[src/rtl/ldm_pkg.sv]
package ldm_pkg;
   typedef enum logic [2:0] {
      ST_IDLE    = 3'd0,
      ST_FILL    = 3'd1,
      ST_SEEK_TX = 3'd2,
      ST_RUN     = 3'd3,
      ST_HOLD    = 3'd4
   } ldm_state_e;
endpackage

[src/rtl/ldm_window.sv]
module ldm_window #(
   parameter int W       = 64,
   parameter bit NEWEST_LSB = 1'b1
) (
   input  logic         clk,
   input  logic         rst_n,
   input  logic         shift_en,
   input  logic         din,
   output logic [W-1:0] win
);
   generate
      if (W < 2) begin : g_bad_w
         $error("ldm_window: W must be at least 2");
      end
      if (NEWEST_LSB) begin : g_lsb
         always_ff @(posedge clk or negedge rst_n) begin
            if (!rst_n)        win <= '0;
            else if (shift_en) win <= {win[W-2:0], din};
         end
      end else begin : g_msb
         always_ff @(posedge clk or negedge rst_n) begin
            if (!rst_n)        win <= '0;
            else if (shift_en) win <= {din, win[W-1:1]};
         end
      end
   endgenerate
endmodule

[src/rtl/ldm_seq.sv]
module ldm_seq
   import ldm_pkg::*;
#(
   parameter int PAT_W     = 64,
   parameter int TMO_LIMIT = 1 << 20,
   parameter bit NEWEST_LSB = 1'b1,
   parameter int CNT_W     = $clog2(TMO_LIMIT + 1)
) (
   input  logic             clk,
   input  logic             rst_n,
   input  logic             bit_en,
   input  logic             sync_ok,
   input  logic             tx_bit,
   input  logic [PAT_W-1:0] tx_win,
   input  logic [PAT_W-1:0] rx_win,
   output logic [CNT_W-1:0] dly_count,
   output logic             dly_valid,
   output logic             dly_timeout
);
   localparam int FILL_W = $clog2(PAT_W);
   localparam logic [FILL_W-1:0] FILL_LAST = FILL_W'(PAT_W - 1);
   localparam logic [CNT_W-1:0]  CNT_MAX   = CNT_W'(TMO_LIMIT);

   ldm_state_e        state;
   logic [PAT_W-1:0]  sig_q;
   logic [PAT_W-1:0]  sig_next;
   logic [FILL_W-1:0] fill_q;
   logic [CNT_W-1:0]  run_q;
   logic              tx_hit;
   logic              rx_hit;

   generate
      if (NEWEST_LSB) begin : g_sig_lsb
         assign sig_next = {sig_q[PAT_W-2:0], tx_bit};
      end else begin : g_sig_msb
         assign sig_next = {tx_bit, sig_q[PAT_W-1:1]};
      end
   endgenerate

   assign tx_hit = (tx_win == sig_q);
   assign rx_hit = (rx_win == sig_q);

   always_ff @(posedge clk or negedge rst_n) begin
      if (!rst_n) begin
         state       <= ST_IDLE;
         sig_q       <= '0;
         fill_q      <= '0;
         run_q       <= '0;
         dly_count   <= '0;
         dly_valid   <= 1'b0;
         dly_timeout <= 1'b0;
      end else if (!sync_ok) begin
         state       <= ST_IDLE;
         fill_q      <= '0;
         run_q       <= '0;
         dly_count   <= '0;
         dly_valid   <= 1'b0;
         dly_timeout <= 1'b0;
      end else begin
         case (state)
            ST_IDLE: begin
               fill_q <= '0;
               state  <= ST_FILL;
            end
            ST_FILL: begin
               if (bit_en) begin
                  sig_q <= sig_next;
                  if (fill_q == FILL_LAST) state  <= ST_SEEK_TX;
                  else                     fill_q <= fill_q + 1'b1;
               end
            end
            ST_SEEK_TX: begin
               if (bit_en && tx_hit) begin
                  if (rx_hit) begin
                     dly_count <= '0;
                     dly_valid <= 1'b1;
                     state     <= ST_HOLD;
                  end else begin
                     run_q <= CNT_W'(1);
                     state <= ST_RUN;
                  end
               end
            end
            ST_RUN: begin
               if (bit_en) begin
                  if (rx_hit) begin
                     dly_count <= run_q;
                     dly_valid <= 1'b1;
                     state     <= ST_HOLD;
                  end else if (run_q == CNT_MAX) begin
                     dly_timeout <= 1'b1;
                     state       <= ST_HOLD;
                  end else begin
                     run_q <= run_q + 1'b1;
                  end
               end
            end
            default: state <= ST_HOLD;
         endcase
      end
   end
endmodule

[src/rtl/loop_delay_meter.sv]
module loop_delay_meter #(
   parameter int PAT_W      = 64,
   parameter int TMO_LIMIT  = 1 << 20,
   parameter bit NEWEST_LSB = 1'b1,
   parameter int CNT_W      = $clog2(TMO_LIMIT + 1)
) (
   input  logic             clk,
   input  logic             rst_n,
   input  logic             bit_en,
   input  logic             sync_ok,
   input  logic             tx_bit,
   input  logic             rx_bit,
   output logic [CNT_W-1:0] dly_count,
   output logic             dly_valid,
   output logic             dly_timeout
);
   logic [PAT_W-1:0] tx_win;
   logic [PAT_W-1:0] rx_win;

   generate
      if (PAT_W < 2) begin : g_bad_pat
         $error("loop_delay_meter: PAT_W must be at least 2");
      end
      if (TMO_LIMIT < 1) begin : g_bad_tmo
         $error("loop_delay_meter: TMO_LIMIT must be at least 1");
      end
      if (CNT_W < $clog2(TMO_LIMIT + 1)) begin : g_bad_cnt
         $error("loop_delay_meter: CNT_W too narrow for TMO_LIMIT");
      end
   endgenerate

   ldm_window #(.W(PAT_W), .NEWEST_LSB(NEWEST_LSB)) u_tx_win (
      .clk(clk), .rst_n(rst_n), .shift_en(bit_en), .din(tx_bit), .win(tx_win)
   );

   ldm_window #(.W(PAT_W), .NEWEST_LSB(NEWEST_LSB)) u_rx_win (
      .clk(clk), .rst_n(rst_n), .shift_en(bit_en), .din(rx_bit), .win(rx_win)
   );

   ldm_seq #(
      .PAT_W(PAT_W), .TMO_LIMIT(TMO_LIMIT), .NEWEST_LSB(NEWEST_LSB), .CNT_W(CNT_W)
   ) u_seq (
      .clk(clk), .rst_n(rst_n), .bit_en(bit_en), .sync_ok(sync_ok),
      .tx_bit(tx_bit), .tx_win(tx_win), .rx_win(rx_win),
      .dly_count(dly_count), .dly_valid(dly_valid), .dly_timeout(dly_timeout)
   );
endmodule

[config.mk]
export PLATFORM = sky130hd
export DESIGN_NAME = loop_delay_meter
export DESIGN_NICKNAME = d
export VERILOG_FILES = /design/src/rtl/ldm_pkg.sv /design/src/rtl/ldm_window.sv /design/src/rtl/ldm_seq.sv /design/src/rtl/loop_delay_meter.sv
export SDC_FILE = /design/constraint.sdc
export NUM_CORES = 1
export LEC_CHECK = 0
export ABC_AREA = 0
export BUFFER_PORTS_ARGS = -buffer_cell sky130_fd_sc_hd__buf_4
export CAP_MARGIN = 20
export CORE_MARGIN = 10
export CORE_UTILIZATION = 35
export DETAILED_ROUTE_END_ITERATION = 8
export GPL_ROUTABILITY_DRIVEN = 0
export GPL_TIMING_DRIVEN = 0
export HOLD_SLACK_MARGIN = 0.12
export SLEW_MARGIN = 20
export SYNTH_ARGS = -nofsm -noshare
export SYNTH_HDL_FRONTEND = slang
export SYNTH_HIERARCHICAL = 1
export SYNTH_SLANG_ARGS = --single-unit
[constraint.sdc]
create_clock -name clk -period 3.7 [get_ports clk]
set_clock_uncertainty 0.05 [all_clocks]
set_input_delay 0.555 -clock clk [delete_from_list [all_inputs] [get_ports clk]]
set_output_delay 0.555 -clock clk [all_outputs]
set_load 0.005 [all_outputs]
==> results.sh <==
export IMPL_status="complete, no violations"
export IMPL_grt_max_degree=96
export IMPL_die_area_sq_um=42100
export IMPL_final_net_count=971
export IMPL_grt_first_pass_wirelength_um=44100
export IMPL_drc=0
export IMPL_cp_end_kind="register"
export IMPL_cts_hold_buf=1
export IMPL_p_comb_frac=0.209
export IMPL_cts_buffers=27
export IMPL_syn_inst=903
export IMPL_p_clk_frac=0.348
export IMPL_critPathMaxFanout=10
export IMPL_clkTransAtPathRegs_ns=0.06
export IMPL_vias_per_cell=5.06
export IMPL_critical_path_buf_inv_count=1
export IMPL_layout_cells_non_filler=1431
export IMPL_vdd_drop_max_mv=0.387
export IMPL_max_freq_ghz=0.299
export IMPL_antennaDiodeCount=0
export IMPL_fin_crit_ns=3.34
export IMPL_grt_remaining_overflow=0
export IMPL_coreArea_sq_um=33700
export IMPL_crit_slowest_cell="nor4_1"
export IMPL_tns_ns=0
export IMPL_grt_usage=0.132
export IMPL_p_sw_frac=0.292
export IMPL_grt_antenna_before_repair=0
export IMPL_setup_viol=0
export IMPL_final_common_cell="dfrtp_1"
export IMPL_clock_sinks=245
export IMPL_cpPeakStageDelay_ns=0.88
export IMPL_drive_gt1_frac=0.286
export IMPL_intPower_mw=5.51
export IMPL_hpwl_um=20200
export IMPL_worstPathCellList="xor2_1, nor4_1, nand4_1, nor4_1, nor3_1, clkbuf_1, nor3b_1, a211o_1"
export IMPL_ys_flop_type="dfrtp_1"
export IMPL_syn_to_final_growth_pct=14.5
export IMPL_yosysWarnings=6
export IMPL_cts_setup_buffers=0
export IMPL_worst_pin_slew_ns=1.01
export IMPL_grt_pass1_vias=7387
export IMPL_start_util=0.357
export IMPL_synth_edff_count=0
export IMPL_routedWlPerCell_um=19.4
export IMPL_critPathMostFrequentCell="nor4_1"
export IMPL_die_h_um=205
export IMPL_final_cell_mix="dfrtp_1, mux2_4, xor2_1, mux2_2, nand2_1"
export IMPL_seq_power_share=0.443
export IMPL_cts_tree="built"
export IMPL_ys_ff_latch=245
export IMPL_relSlewSlack=0.319
export IMPL_synthArstFlopShare=1.00
export IMPL_syn_nets=912
export IMPL_ys_types=52
export IMPL_required_ns=4.08
export IMPL_rsz0062_at_grt="no"
export IMPL_cts_resized=0
export IMPL_period_share=0.904
export IMPL_hp_class="input port to register"
export IMPL_synth_avg_cell_area_sq_um=13.3
export IMPL_worstSkewPairLatency_ns=0.55
export IMPL_top_level_ports=29
export IMPL_cap_violations=0
export IMPL_root_buffer="clkbuf_16"
export IMPL_num_vias=7234
export IMPL_p_sw_mw=2.28
export IMPL_placed_area_sq_um=12800
export IMPL_final_area_sq_um=13800
export IMPL_numPortBuffers=27
export IMPL_syn_area_sq_um=12000
export IMPL_yosysSeqAreaShare=0.510
export IMPL_cp_data_arrival_time_ns=3.72
export IMPL_cts_path_max_buffers=3
export IMPL_worstSetupStartpointType="register"
export IMPL_crit_type="register to register"
export IMPL_crit_family="simple AND/OR/NAND/NOR gates"
export IMPL_wirelength_um=27800
export IMPL_die_x_um=205
export IMPL_drv_slew=0
export IMPL_finalHoldViolCount=0
export IMPL_p_leak_nw=6.71
export IMPL_cellPowerDensity_nw_per_um2=566
export IMPL_final_util=0.408
export IMPL_fp_row_count=67
export IMPL_drtPass1Iterations=5
export IMPL_dp_cells=1380
export IMPL_final_antenna_net_count=0
export IMPL_drtIter0Drc=658
export IMPL_cts_max_level=1
==> power by group through the flow <==
| stage | clock network [mW] | logic [mW] | registers (mW) |
|---|---|---|---|
| 3_3_place_gp | 0 | 1.56 | 3.50 |
| 3_5_place_dp | 0 | 1.59 | 3.51 |
| 2_1_floorplan | 0 | 1.22 | 3.35 |
| 4_1_cts | 2.79 | 1.60 | 3.46 |
| 6_report | 2.71 | 1.62 | 3.45 |
| 5_1_grt | 2.92 | 1.74 | 3.51 |
==> state kept, by name, indices dropped and copies added (netlist names) <==
register,count
u_seq/dly_count,21
u_seq/dly_valid,1
u_rx_win/win,64
u_seq/state,3
u_seq/sig_q,64
u_tx_win/win,64
u_seq/run_q,21
u_seq/dly_timeout,1
u_seq/fill_q,6
==> final timing paths <==
| path | from | to | slack, ns | cells after the start |
|---|---|---|---|---|
| min reg2reg | u_seq/fill_q[1] | u_seq/fill_q[1] | 0.47 | 2 |
| min in group asynchronous | rst_n | u_rx_win/win[9] | 0.52 | 2 |
| max reg2reg | u_seq/sig_q[46] | u_seq/run_q[16] | 0.36 | 8 |
| min | rx_bit | u_rx_win/win[0] | 0.19 | 2 |
| max in group asynchronous | rst_n | u_seq/dly_count[2] | 2.15 | 3 |
| max | u_seq/sig_q[46] | u_seq/run_q[16] | 0.36 | 8 |
==> routing by layer <==
layer / GRT usage / share of wire / vias up
met5: 0 / 0 / -
met4: 0.0297 / 0.012 / 0
met3: 0.0160 / 0.047 / 29
met2: 0.207 / 0.47 / 165
met1: 0.191 / 0.47 / 3713
li1: - / - / 3327
==> cells by family after synthesis <==
family,count (synthesis),synth area share
AO/OA/AOI/OAI,77,0.0446
multiplexers,211,0.233
XOR/XNOR,116,0.0845
AND/OR/NAND/NOR,195,0.0864
flip-flops,245,0.510
adder cells (fa/ha/maj),3,0.00312
buffers and inverters,56,0.0379
==> synthesized netlist by cell type (16+ instances only) <==
cell type  number  share of area
dfrtp_1       245           0.51
mux2_4        121           0.15
xor2_1         72          0.052
mux2_2         68          0.064
nand2_1        58          0.018
xnor2_1        44          0.032
nor4_1         30          0.016
nand3_1        25          0.010
o21ai_0        25          0.010
mux2i_1        22          0.018
nand4_1        17         0.0089
inv_1          16         0.0050
==> through the flow <==
| step | setup slack (ns) | power (mW) | hold WS [ns] |
|---|---|---|---|
| final | 0.356 | 7.79 | 0.190 |
| after global routing | 0.215 | 8.17 | 0.176 |
| after CTS | 0.394 | 7.86 | 0.162 |
| after detailed placement | 0.418 | 5.10 | 0.456 |
| after global placement | 0.00298 | 5.06 | 0.426 |
| after floorplan | 1.38 | 4.57 | 0.209 |
==> final cells by class <==
class | instances | area (sq um)
fillers | 3220 | 19900
flip-flops and latches | 245 | 6130
multi-input cells | 602 | 5430
clock buffers | 41 | 788
well taps | 448 | 561
plain buffers | 40 | 395
repair buffers | 30 | 275
clock inverters | 9 | 116
inverters | 16 | 60.1
Note: power is estimated with default switching activity, not from simulation.
